**src/rtl/qsr_pkg.sv**
```systemverilog
package qsr_pkg;

    localparam int EV_N = 5;
    localparam int LV_N = 3;

    localparam logic [7:0] OFS_STAT = 8'h10;
    localparam logic [7:0] OFS_SET  = 8'h14;
    localparam logic [7:0] OFS_CLR  = 8'h18;
    localparam logic [7:0] OFS_MASK = 8'h1C;

    // event index -> status bit
    function automatic int ev_pos(input int i);
        case (i)
            0:       return 0;   // receive full
            1:       return 2;   // transmitter idle
            2:       return 3;   // overrun
            3:       return 8;   // chip-select rise
            default: return 10;  // instruction end
        endcase
    endfunction

    // level index -> status bit
    function automatic int lv_pos(input int i);
        case (i)
            0:       return 1;   // transmit ready
            1:       return 9;   // chip-select active
            default: return 24;  // controller enabled
        endcase
    endfunction

    localparam int EV_CSR = 3;
    localparam int EV_IE  = 4;

    typedef struct packed {
        logic [EV_N-1:0] ev;
        logic [LV_N-1:0] lv;
    } flag_state_t;

endpackage

```
**src/rtl/qsr_flags.sv**
```systemverilog
module qsr_flags
    import qsr_pkg::*;
#(
    parameter int DATA_W = 32
) (
    input  logic              clk,
    input  logic              rst_n,
    input  logic [EV_N-1:0]   evt,
    input  logic [LV_N-1:0]   lvl,
    input  logic              rd_clr,
    output logic [DATA_W-1:0] status,
    output logic              both_done
);
    flag_state_t st_d, st_q;

    always_comb begin
        st_d    = st_q;
        st_d.ev = (st_q.ev & ~{EV_N{rd_clr}}) | evt;
        st_d.lv = lvl;
    end

    always_ff @(posedge clk or negedge rst_n) begin
        if (!rst_n) st_q <= '0;
        else        st_q <= st_d;
    end

    always_comb begin
        status = '0;
        for (int i = 0; i < EV_N; i++) status[ev_pos(i)] = st_q.ev[i];
        for (int j = 0; j < LV_N; j++) status[lv_pos(j)] = st_q.lv[j];
    end

    assign both_done = st_q.ev[EV_CSR] & st_q.ev[EV_IE];

    for (genvar g = 0; g < EV_N; g++) begin : g_ev_chk
        assert_event_sticks_R1: assert property (@(posedge clk) disable iff (!rst_n)
            evt[g] |=> status[ev_pos(g)]);
        // an event racing a clear survives
        assert_event_beats_clear_R4: assert property (@(posedge clk) disable iff (!rst_n)
            (evt[g] && rd_clr) |=> status[ev_pos(g)]);
    end

    for (genvar h = 0; h < LV_N; h++) begin : g_lv_chk
        assert_level_tracks_R2: assert property (@(posedge clk) disable iff (!rst_n)
            1'b1 |=> (status[lv_pos(h)] == $past(lvl[h])));
    end

    assert_clear_empties_R3: assert property (@(posedge clk) disable iff (!rst_n)
        (rd_clr && evt == '0) |=> (st_q.ev == '0));

endmodule

```
**src/rtl/qsr_mask.sv**
```systemverilog
module qsr_mask #(
    parameter int          DATA_W = 32,
    parameter logic [31:0] IMPL   = 32'h0100_070F
) (
    input  logic              clk,
    input  logic              rst_n,
    input  logic              set_wr,
    input  logic              clr_wr,
    input  logic [DATA_W-1:0] wdata,
    output logic [DATA_W-1:0] mask
);
    localparam logic [DATA_W-1:0] IMPL_W = DATA_W'(IMPL);

    logic [DATA_W-1:0] mask_d, mask_q;

    always_comb begin
        mask_d = mask_q;
        if (set_wr) mask_d = mask_d | (wdata & IMPL_W);
        if (clr_wr) mask_d = mask_d & ~wdata;
    end

    always_ff @(posedge clk or negedge rst_n) begin
        if (!rst_n) mask_q <= '0;
        else        mask_q <= mask_d;
    end

    assign mask = mask_q;

    assert_set_takes_R5: assert property (@(posedge clk) disable iff (!rst_n)
        (set_wr && !clr_wr) |=> ((mask_q & $past(wdata & IMPL_W)) == $past(wdata & IMPL_W)));
    assert_clr_takes_R6: assert property (@(posedge clk) disable iff (!rst_n)
        (clr_wr && !set_wr) |=> ((mask_q & $past(wdata)) == '0));
    assert_idle_holds_R7: assert property (@(posedge clk) disable iff (!rst_n)
        (!set_wr && !clr_wr) |=> $stable(mask_q));
    assert_impl_only_R7: assert property (@(posedge clk) disable iff (!rst_n)
        1'b1 |=> ((mask_q & ~IMPL_W) == '0));

endmodule

```
**src/rtl/qsr_irq_ctrl.sv**
```systemverilog
module qsr_irq_ctrl
    import qsr_pkg::*;
#(
    parameter int DATA_W = 32,
    parameter int ADDR_W = 8
) (
    input  logic              clk,
    input  logic              rst_n,
    input  logic [ADDR_W-1:0] bus_addr,
    input  logic              bus_wr,
    input  logic              bus_rd,
    input  logic [DATA_W-1:0] bus_wdata,
    output logic [DATA_W-1:0] bus_rdata,
    input  logic              evt_rx_full,
    input  logic              evt_tx_idle,
    input  logic              evt_overrun,
    input  logic              evt_cs_rise,
    input  logic              evt_instr_end,
    input  logic              lvl_tx_ready,
    input  logic              lvl_cs_active,
    input  logic              lvl_enabled,
    output logic              irq,
    output logic              cmd_done
);
    localparam logic [ADDR_W-1:0] A_STAT = ADDR_W'(OFS_STAT);
    localparam logic [ADDR_W-1:0] A_SET  = ADDR_W'(OFS_SET);
    localparam logic [ADDR_W-1:0] A_CLR  = ADDR_W'(OFS_CLR);
    localparam logic [ADDR_W-1:0] A_MASK = ADDR_W'(OFS_MASK);

    logic [EV_N-1:0]   evt_vec;
    logic [LV_N-1:0]   lvl_vec;
    logic [DATA_W-1:0] status, mask;
    logic              rd_stat, wr_set, wr_clr;
    logic [DATA_W-1:0] rdata_d, rdata_q;

    assign evt_vec = {evt_instr_end, evt_cs_rise, evt_overrun, evt_tx_idle, evt_rx_full};
    assign lvl_vec = {lvl_enabled, lvl_cs_active, lvl_tx_ready};

    assign rd_stat = bus_rd && (bus_addr == A_STAT);
    assign wr_set  = bus_wr && (bus_addr == A_SET);
    assign wr_clr  = bus_wr && (bus_addr == A_CLR);

    qsr_flags #(.DATA_W(DATA_W)) u_flags (
        .clk       (clk),
        .rst_n     (rst_n),
        .evt       (evt_vec),
        .lvl       (lvl_vec),
        .rd_clr    (rd_stat),
        .status    (status),
        .both_done (cmd_done)
    );

    qsr_mask #(.DATA_W(DATA_W)) u_mask (
        .clk    (clk),
        .rst_n  (rst_n),
        .set_wr (wr_set),
        .clr_wr (wr_clr),
        .wdata  (bus_wdata),
        .mask   (mask)
    );

    always_comb begin
        rdata_d = rdata_q;
        if (bus_rd) begin
            case (bus_addr)
                A_STAT:  rdata_d = status;
                A_MASK:  rdata_d = mask;
                default: rdata_d = '0;
            endcase
        end
    end

    always_ff @(posedge clk or negedge rst_n) begin
        if (!rst_n) rdata_q <= '0;
        else        rdata_q <= rdata_d;
    end

    assign bus_rdata = rdata_q;
    assign irq       = |(status & mask);

    assert_done_drops_R9: assert property (@(posedge clk) disable iff (!rst_n)
        (rd_stat && !evt_cs_rise && !evt_instr_end) |=> !cmd_done);
    assert_status_returned_R3: assert property (@(posedge clk) disable iff (!rst_n)
        rd_stat |=> (bus_rdata == $past(status)));
    assert_no_enable_no_irq_R8: assert property (@(posedge clk) disable iff (!rst_n)
        (mask == '0) |-> !irq);

endmodule

```
**config.mk**
```make
export PLATFORM = sky130hd
export DESIGN_NAME = qsr_irq_ctrl
export DESIGN_NICKNAME = d
export VERILOG_FILES = /design/src/rtl/qsr_pkg.sv /design/src/rtl/qsr_flags.sv /design/src/rtl/qsr_mask.sv /design/src/rtl/qsr_irq_ctrl.sv
export SDC_FILE = /design/constraint.sdc
export NUM_CORES = 1
export LEC_CHECK = 0
export BUFFER_PORTS_ARGS = -buffer_cell sky130_fd_sc_hd__buf_2
export CORE_MARGIN = 2
export CORE_UTILIZATION = 40
export CTS_CLUSTER_SIZE = 25
export DETAILED_ROUTE_END_ITERATION = 8
export PLACE_DENSITY = 0.65
export SLEW_MARGIN = 25
export SYNTH_ARGS = -nofsm -noshare
export SYNTH_HDL_FRONTEND = slang
export SYNTH_SLANG_ARGS = --single-unit
```
**constraint.sdc**
```tcl
create_clock -name clk -period 1.05 [get_ports clk]
set_input_delay 0.21 -clock clk [delete_from_list [all_inputs] [get_ports clk]]
set_output_delay 0.21 -clock clk [all_outputs]
set_load 0.01 [all_outputs]
```
* Word level (Yosys, flattened, before mapping) *
Cells that the tools add are included.

storage, ports and cells
  output and inout bits = 34
  bits in registers = 72
  bits of input ports = 52
  logic and storage cells = 23

operators by class
  multiplexer cells = 3
  equal/unequal tests = 4
  reductions and logical operators = 4
  bitwise logic cells = 8

operators with widths
  kind                                                             number
  32-bit two-way mux                                               2
  32-bit case mux with 2 select lines                              1
  25-bit by 32-bit bitwise AND with 32-bit output                  1
  32-bit bitwise AND                                               1
  8-bit by 5-bit == test with 1-bit output, second input constant  4
  32-bit inverter                                                  1
  32-bit by 25-bit OR with 32-bit output                           1
  32-bit OR reduction                                              1
  5-bit bitwise AND                                                1
  5-bit inverter                                                   1
  5-bit OR                                                         1
  1-bit logical AND                                                3
  1-bit bitwise AND                                                1

* Depth between registers and ports, before layout *
Gate-level depths: netlist of run 1.

  depth in word-level cells = 5
  mapped depth = 5
  gate-level depth less buffers = 3

* By module *
A second synthesis of run 1 with hierarchy kept.

second synthesis, totals
  cell total of the unflattened synthesis = 289
  area total of the unflattened synthesis = 3482.1 µm²

modules (own cells, without submodules)
  module        area each (µm²)  seq. area each (µm²)  cells each  times used
  qsr_irq_ctrl  1875.5           800.8                 173         1
  qsr_mask      1174.9           800.8                 76          1
  qsr_flags     431.7            200.2                 40          1

* Worst setup path after synthesis of run 1 *
OpenSTA, ideal clock, no wires.

  path kind = input-to-reg
  start = in bus_addr[1]
  end = reg u_mask.mask_q[11], in the netlist u_mask.mask[11]
  slack = -0.525 ns
  required time = 0.928 ns
  arrival time = 1.453 ns
  setup time = 0.122 ns
  path buffers = 1
  stages = 4
  cell sequence = or4b_4 -> nor4b_4 -> buf_6 -> a21boi_2

between the ends
  longest elaborated chain between the ends = 5
  elaborated cells on any way between the ends = 7
  classes of those cells = eq/ne: 2; mux: 2; bitwise: 1; reduce/logical: 2

RTL lines
  element                                   RTL line            RTL
  from (decl)                               qsr_irq_ctrl.sv:9   input logic [ADDR_W-1:0] bus_addr,
  8-bit by 5-bit == test with 1-bit output  qsr_irq_ctrl.sv:40  assign wr_set = bus_wr && (bus_addr == A_SET);
  1-bit logical AND                         qsr_irq_ctrl.sv:40
  32-bit two-way mux                        qsr_mask.sv:18      if (set_wr) mask_d = mask_d | (wdata & IMPL_W);
  32-bit bitwise AND                        qsr_mask.sv:19      if (clr_wr) mask_d = mask_d & ~wdata;
  32-bit two-way mux (*)                    qsr_mask.sv:19
  to (signal assigned)                      qsr_mask.sv:24      else mask_q <= mask_d;
  to (decl)                                 qsr_mask.sv:14      logic [DATA_W-1:0] mask_d, mask_q;

Mark *: on every way between the ends. The rest lies on a longest branch, timed or not.
A chain may end at the register's enable or synchronous reset.

==> metrics.yaml, run 1 <==
hold_viol_final: 0
yosys.area_share.simple: 0.0701
synth-adder-area-share: 0
ioPinCount: 86
synth-edff-count: 0
start_util: 0.409
via_count: 2148
setup_viol: 94
tns_ns: -12.95
crit_path_end_kind: "output port"
num_rows: 30
yosysUniqueCellTypes: 27
ir_worst_vdd_mv: 0.746
synth_top_cells_by_count: "dfrtp_1 (72), a22o_1 (24), a21boi_0 (13), a21boi_2 (10)"
vias_per_cell: 5.08
ff2ff_path_depth: 3
p_total_w: 0.00507
yosys_most_used_dff: "dfrtp_1"
wl_per_cell_um: 15.8
ant_nets: 0
die_h_um: 86.9
nets: 390
grt_pass1_wl_um: 10500
grt_max_degree: 73
hold_depth: 2
synth-seq-cells: 72
finClkSkew_ns: 0.00690
drc: 0
h-tree-depth: 3
max-cap-violations: 0
clock_latency_ns: 0.34
finalWorstSetupSlack_ns: -0.362
finalCritPeriodShare: 1.35
fin_util: 0.611
grt_pass1_vias: 2135
powerDensity_nw_per_um2: 1230
port_buffers: 85
grt_antenna_before_repair: 0
timing.rr.end: "bus_rdata[8]$_DFFE_PN0P_"
seq_area_frac_synth: 0.656
drt-initial-drc-count: 93
wl_um: 6670
violations: "negative setup slack"
synth_top_area_cell: "dfrtp_1"
rrSetupSlack_ns: -0.05
worstPathArrival_ns: 1.20
cp.required_ns: 0.84
syn_inst: 184
criticalPathCategory: "flop to output port"
relSlewSlack: 0.743
critical_path.startpoint_type: "flop"
rsz0062_at_grt: "yes"
status: "complete, but fails checks"
min_path_type: "primary input to flop"
synth_top_area_share: 0.656
dp_hpwl_um: 4350
drive_above_1_share: 0.598
synth_mux_area_frac: 0
grt_usage: 0.183
clock-sinks: 72
finalCriticalPeriod_ns: 1.41
rr_startpoint: "u_flags.status[8]$_DFF_PN0_"
hp-start: "bus_wdata[22]"
synth_area_um2: 2750
cts-buffers-inserted: 9
areaGrowthSynthToFinish_pct: 49.5
yosys.area_share.xor_xnor: 0
drt_pass1_iterations: 4
worst_slew_pin_slew_ns: 0.386
crit_fanout: 2
place_congestion: 0.769
gr-total-overflow: 0
dieArea_um2: 7550
max_freq_ghz: 0.708
synth.area.top_cells: "dfrtp_1 (66%), a22o_1 (7.7%), a21boi_2 (4.1%)"
holdPathEnd: "u_mask.mask[22]$_DFFE_PN0P_"
synth_top_family_by_area: "compound AO/OA/AOI/OAI gates"
yosys_warnings: 0
root_buffer: "clkbuf_8"
synthArstFlopShare: 1.00
tritoncts: "built"
cts.clk_slew.worst_paths_ns: 0.08
slew_viol_final: 0
synth_compound_area_frac: 0.250
synth_most_common_cell: "dfrtp_1"
coreArea_um2: 6720
die_x_um: 86.9
leakagePower_nw: 2.12
synth_nets: 236
diodes: 0
syn_area_per_cell_um2: 14.9
clockBufferDepth: 2
-- cell families (layout without fill, tap and decap cells) --
| family | after synthesis | count (layout) |
|---|---|---|
| buffers and inverters | 11 | 170 |
| AOI/OAI and AO/OA | 81 | 81 |
| DFF | 72 | 72 |
| and+or+nand+nor | 20 | 20 |
-- worst max-delay path, stage by stage, from the launching register on --
cell and delay, ns:
dfrtp_1 0.39, a22oi_2 0.22, nand4_1 0.11, buf_2 0.16
-- metrics by stage --
| stage | hold slack (ns) | worst slack, ns | instance area (um2) | instances |
|---|---|---|---|---|
| final | 0.0310 | -0.362 | 4110 | 423 |
| after global routing | 0.0167 | -0.410 | 4110 | 423 |
| after CTS | 0.0184 | -0.363 | 3980 | 412 |
| after detailed placement | 0.249 | -0.742 | 3520 | 373 |
| after global placement | 0.247 | -0.698 | 3520 | 373 |
| after floorplan | -0.0856 | -0.524 | 2810 | 184 |
-- final cells by class --
type | instances | area [um2]
Tap cell | 80 | 100
Sequential cell | 72 | 1800
Multi-Input combinational cell | 101 | 986
Timing Repair Buffer | 153 | 1050
Clock inverter | 5 | 33.8
Clock buffer | 11 | 131
Inverter | 1 | 3.75
Fill cell | 561 | 2610
-- routing by layer --
layer	GRT usage	vias up	part of all wire
li1	-	1024	-
met1	0.251	1060	0.46
met2	0.282	51	0.48
met3	0.0455	13	0.039
met4	0.0668	0	0.021
met5	0	-	0
-- cell usage in the layout, fill, tap and decap left out, drive strengths merged, types with 2 or more instances in the layout --
cell and count:
a21oi 8, nor3 2, nor4b 3, a22o 24, clkinvlp 2, a22oi 4
a41oi 8, dlygate4sd3 4, clkbuf 11, dfrtp 72, a21boi 24, clkinv 4
buf 149, and2 2, nor2b 8, a221o 8, a21o 5
-- worst max-delay path by stage --
stage | start | to | depth (start not counted)
after floorplan | bus_addr[1] | u_mask.mask[11]$_DFFE_PN0P_ | 4
after global placement | bus_addr[1] | u_mask.mask[31]$_DFFE_PN0P_ | 5
after detailed placement | bus_addr[1] | u_mask.mask[4]$_DFFE_PN0P_ | 5
after CTS | flop | irq | 3
after global routing | flop | irq | 3
final | flop | irq | 3
-- report_power, final --
part           internal [W]  leakage (nW)  switching (W)
Sequential          0.00279         0.972      0.0000145
Combinational      0.000192          1.06       0.000206
Clock              0.000855        0.0793        0.00101
-- repair_timing --
| item | CTS | global route |
|---|---|---|
| gates resized for setup | 30 | 14 |
| gates cloned | 1 | 1 |
| hold buffers | 4 | 0 |
| pin swaps | 25 | 6 |
| endpoints found under the hold margin | 75 | 0 |
| setup endpoints to repair | 98 | 103 |
| setup buffers | 18 | 10 |
(Power assumes the default switching activity.)
==> run 2, diff against run 1 <==
CAP_MARGIN = 30   (was unset)
PLACE_DENSITY = 0.68   (was 0.65)
clock period = 1.21 ns   (was 1.05 ns; I/O delays follow)
==> run 2 against run 1 <==
  * The flow still finishes with violations (negative setup slack)
  * Highest routed layer unchanged
  * Cell count is 6.6% lower
  * First-iteration DRC count is 8.6% lower
  * Core utilization is 0.99 points lower
  * Combinational power is 17% lower
  * Register-to-register slack better by 0.16 ns
  * Sequential cell count stayed put
  * Wire length is 6.3% higher
  * Cell area is 1.6% lower
  * Die area stayed put
  * Clock power is 20% higher
==> metrics.yaml, run 2 (synthesis gave the netlist of run 1 again) <==
ioPinCount: 86
ir_worst_vdd_mv: 0.708
leakagePower_nw: 2.02
internal-power_w: 0.00394
cp.required_ns: 0.97
min_path_type: "primary input to flop"
max-cap-violations: 0
criticalPathCategory: "flop to output port"
clock-sinks: 72
relSlewSlack: 0.695
clock_latency_ns: 0.34
gr-total-overflow: 0
dieArea_um2: 7550
coreArea_um2: 6720
setup_viol: 66
finClkSkew_ns: 0.0124
finalWorstSetupSlack_ns: -0.231
drc: 0
drive_above_1_share: 0.565
ant_nets: 0
crit_path_end_kind: "output port"
rsz0062_at_grt: "yes"
pwr-share-clk: 0.447
hold_viol_final: 0
die_x_um: 86.9
path_cells: "a22oi_2, nand4_1, buf_2"
grt_antenna_before_repair: 0
seq_power_share: 0.487
diodes: 0
grt_usage: 0.203
h-tree-depth: 3
grt_pass1_wl_um: 11400
slew_viol_final: 0
wl_per_cell_um: 17.9
worstPathArrival_ns: 1.20
clockBufferDepth: 2
place_congestion: 0.786
wl_um: 7080
worst_slew_pin_slew_ns: 0.457
dp_hpwl_um: 4220
mostFrequentLayoutCells: "buf_2 (81), dfrtp_1 (72), a22o_1 (24), a21boi_2 (24), buf_4 (21)"
drt-initial-drc-count: 85
whs_ns: 0.0648
critical_path.startpoint_type: "flop"
cts-buffers-inserted: 9
nets: 363
final_area_um2: 4040
final_common_cell: "buf_2"
switching_power_w: 0.00107
root_buffer: "clkbuf_8"
port_buffers: 85
comb_power_share: 0.066
max_stage_delay_ns: 0.40
violations: "negative setup slack"
finalCritPeriodShare: 1.19
start_util: 0.409
grt_pass1_vias: 2174
die_h_um: 86.9
status: "complete, but fails checks"
place_area_um2: 3430
vias_per_cell: 5.41
via_count: 2137
cts.clk_slew.worst_paths_ns: 0.08
num_rows: 30
fill_cells: 545
tritoncts: "built"
pre_cts_ws_ns: -0.532
drt_pass1_iterations: 4
crit_path_top_delay_cell: "dfrtp_1"
grt_max_degree: 73
swShare: 0.213
areaGrowthSynthToFinish_pct: 47.1
crit_fanout: 2
finalCriticalPeriod_ns: 1.44
p_total_w: 0.00501
powerDensity_nw_per_um2: 1240
max_freq_ghz: 0.694
==> run 2: repair_timing <==
item	CTS	global route
pin swaps	25	16
gates cloned	6	0
hold buffers	2	2
endpoints found under the hold margin	73	2
setup buffers	14	2
endpoints found under the setup margin	66	69
gates resized for setup	32	9
==> run 2: cell type report <==
cell class | count | area [um2] | area share
multi-input combinational | 101 | 985 | 0.244
sequential | 72 | 1800 | 0.446
tap | 80 | 100 | 0.0248
clock buffer | 10 | 128 | 0.0316
inverter | 1 | 3.75 | 0.000929
timing repair buffer | 126 | 917 | 0.227
clock inverter | 5 | 106 | 0.0263
==> run 2: through the flow <==
step / instances / TNS, ns / util
final: 395 / -9.01 / 0.601
after detailed placement: 359 / -31.38 / 0.510
after global placement: 359 / -30.16 / 0.510
after floorplan: 184 / -18.26 / -
after global routing: 395 / -10.77 / 0.601
after CTS: 396 / -7.40 / 0.607
==> run 2: final timing paths <==
check                                       startpoint                          end  cells past startpoint  slack, ns
max                                               flop                          irq                      3      -0.23
min reg2reg                u_mask.mask[30]$_DFFE_PN0P_    bus_rdata[30]$_DFFE_PN0P_                      1       0.48
min                                      bus_wdata[13]  u_mask.mask[13]$_DFFE_PN0P_                      2       0.06
min in group asynchronous                        rst_n    bus_rdata[13]$_DFFE_PN0P_                      3       0.46
max reg2reg                u_flags.status[8]$_DFF_PN0_     bus_rdata[8]$_DFFE_PN0P_                      3       0.11
max in group asynchronous                        rst_n  u_mask.mask[18]$_DFFE_PN0P_                      3       0.45
==> run 2: power by group through the flow <==
stage	combinational (W)	sequential (W)	clock [W]
CTS	0.000320	0.00244	0.00229
detailed placement	0.000288	0.00249	0
floorplan	0.0000778	0.00248	0
global placement	0.000286	0.00249	0
finish	0.000329	0.00244	0.00224
global route	0.000358	0.00244	0.00240
==> run 2: routing by layer <==
| metal | GRT usage | vias up | routed length [um] | share of wire |
|---|---|---|---|---|
| met1 | 0.265 | 1094 | 2980 | 0.42 |
| met5 | 0 | - | 0 | 0 |
| met2 | 0.332 | 65 | 3670 | 0.52 |
| met4 | 0.0554 | 0 | 92 | 0.013 |
| li1 | - | 968 | - | - |
| met3 | 0.0559 | 10 | 345 | 0.049 |
==> run 2: critical path, delay by kind of cell (launching register included) <==
| family | cells | cell delay, ns |
|---|---|---|
| flip-flops | 1 | 0.40 |
| buffers and inverters | 1 | 0.15 |
| AO/OA/AOI/OAI | 1 | 0.20 |
| AND/OR/NAND/NOR | 1 | 0.11 |
==> run 3, diff against run 2 <==
CORE_UTILIZATION = 35   (was 40)
PLACE_DENSITY = unset   (was 0.68)
==> run 3 against run 2 <==
  * The run still ends with negative setup slack left
  * Non-clock buffer count is 3 lower
  * Die area up 14%
  * Cell area is 1.7% lower
  * Combinational power is 2% lower
  * First-iteration DRC count is 2.4% lower
  * Largest cell class unchanged
==> metrics.yaml, run 3 (synthesis gave the netlist of run 1 again) <==
status: "complete, but fails checks"
place_congestion: 0.752
powerDensity_nw_per_um2: 1160
ant_nets: 0
port_buffers: 85
timing.rr.end: "bus_rdata[8]$_DFFE_PN0P_"
finalCritPeriodShare: 1.19
hold_depth: 1
final_common_cell: "buf_2"
min_path_type: "primary input to flop"
rr_startpoint: "u_flags.status[8]$_DFF_PN0_"
clock_latency_ns: 0.33
worst_slew_pin_slew_ns: 0.425
stdcell_count: 414
cp.required_ns: 0.97
drc: 0
use_met3: 0.0391
dieArea_um2: 8570
nets: 360
leakagePower_nw: 1.99
pre_cts_ws_ns: -0.638
wl_um: 6760
grt_use_met2: 0.257
grt_pass1_vias: 2223
vias_per_cell: 4.97
hp-start: "lvl_cs_active"
clockBufferDepth: 2
areaGrowthSynthToFinish_pct: 44.6
busiest_layer: "met2"
drt-initial-drc-count: 83
diodes: 0
dp.cells: 379
max-cap-violations: 0
grt_pass1_wl_um: 11400
worstPathArrival_ns: 1.19
p_total_w: 0.00463
fin_util: 0.519
drt_pass1_iterations: 4
gr-total-overflow: 0
num_rows: 32
grt_usage: 0.173
clock-sinks: 72
drive_above_1_share: 0.567
ir_worst_vdd_mv: 0.576
cts-buffers-inserted: 9
die_x_um: 92.6
via_count: 2058
grt_max_degree: 73
crit_fanout: 2
relSlewSlack: 0.717
finalCriticalPeriod_ns: 1.43
tritoncts: "built"
setup_viol: 66
root_buffer: "clkbuf_8"
whs_ns: 0.0256
holdPathEnd: "u_flags.status[9]$_DFF_PN0_"
max_stage_delay_ns: 0.40
finalWorstSetupSlack_ns: -0.224
path_cells: "a22oi_2, nand4_1, buf_2"
h-tree-depth: 3
cts.clk_slew.worst_paths_ns: 0.07
wl_per_cell_um: 16.3
mostFrequentLayoutCells: "buf_2 (81), dfrtp_1 (72), a22o_1 (24), a21boi_2 (24), buf_4 (19)"
slew_viol_final: 0
ff2ff_path_depth: 3
dp_hpwl_um: 4350
crit_path_end_kind: "output port"
criticalPathCategory: "flop to output port"
coreArea_um2: 7650
globalRouteMet1Util: 0.244
grt_antenna_before_repair: 1
die_h_um: 92.6
finClkSkew_ns: 0.00530
rsz0062_at_grt: "yes"
hold_viol_final: 0
critical_path.startpoint_type: "flop"
ioPinCount: 86
rrSetupSlack_ns: 0.11
violations: "negative setup slack"
fill_cells: 669
start_util: 0.359
crit_path_top_delay_cell: "dfrtp_1"
max_freq_ghz: 0.697
[run 3: cell types whose count changed in the layout (fill, tap and decap cells not counted)]
cell,previous run,this run
buf_6,11,10
dlygate4sd3_1,4,3
clkinv_4,1,0
inv_6,0,1
buf_16,2,0
buf_4,21,19
clkinv_2,0,2
bufinv_16,3,1
buf_12,6,4
buf_8,1,6
clkbuf_1,1,0
clkbuf_8,9,10
[run 3: how the worst max path moves through the flow]
stage,from,end,slack (ns),cells past startpoint
after global placement,bus_addr[1],u_mask.mask[31]$_DFFE_PN0P_,-0.61,5
after detailed placement,bus_addr[1],u_mask.mask[4]$_DFFE_PN0P_,-0.64,5
final,flop,irq,-0.22,3
after global routing,flop,irq,-0.28,3
after CTS,flop,irq,-0.26,3
after floorplan,bus_addr[1],u_mask.mask[11]$_DFFE_PN0P_,-0.40,4
[run 3: per-stage QoR]
| stage | cell area (um2) | TNS, ns |
|---|---|---|
| 3_3_place_gp | 3430 | -33.31 |
| 2_1_floorplan | 2810 | -18.26 |
| 4_1_cts | 3920 | -5.83 |
| 3_5_place_dp | 3430 | -34.74 |
| 6_report | 3970 | -9.09 |
| 5_1_grt | 3970 | -10.93 |
[run 3: area by class of cell]
cell class / count / area [um2] / share of cell area
clock buffers: 10 / 138 / 0.0346
inverters: 1 / 3.75 / 0.000945
repair buffers: 123 / 861 / 0.217
flip-flops and latches: 72 / 1800 / 0.454
multi-input cells: 101 / 985 / 0.248
clock inverters: 5 / 56.3 / 0.0142
well taps: 102 / 128 / 0.0321
[run 3: repair_timing]
item,4_1_cts,5_1_grt
pin swaps,15,15
gates cloned,6,0
endpoints found under the hold margin,74,0
endpoints found under the setup margin,66,66
gates resized for setup,38,17
buffers inserted,9,4
hold buffers,3,0
[run 3: report_power, final]
group | internal, W | leakage, nW | total, W | switching (W)
Combinational | 0.000153 | 0.917 | 0.000322 | 0.000169
Clock | 0.000997 | 0.0985 | 0.00186 | 0.000867
Sequential | 0.00242 | 0.972 | 0.00244 | 0.0000153
[run 3: worst max-delay path: cells and delay by family (launching register included)]
kind	cells	cell delay, ns
AO/OA/AOI/OAI	1	0.20
flip-flops	1	0.40
buffers and inverters	1	0.15
AND/OR/NAND/NOR	1	0.11
[run 3: layer usage]
metal  part of all wire  up-vias
met5                  0        -
met4              0.010        0
met3              0.051        5
met2               0.46       57
met1               0.48     1036
li1                   -      960
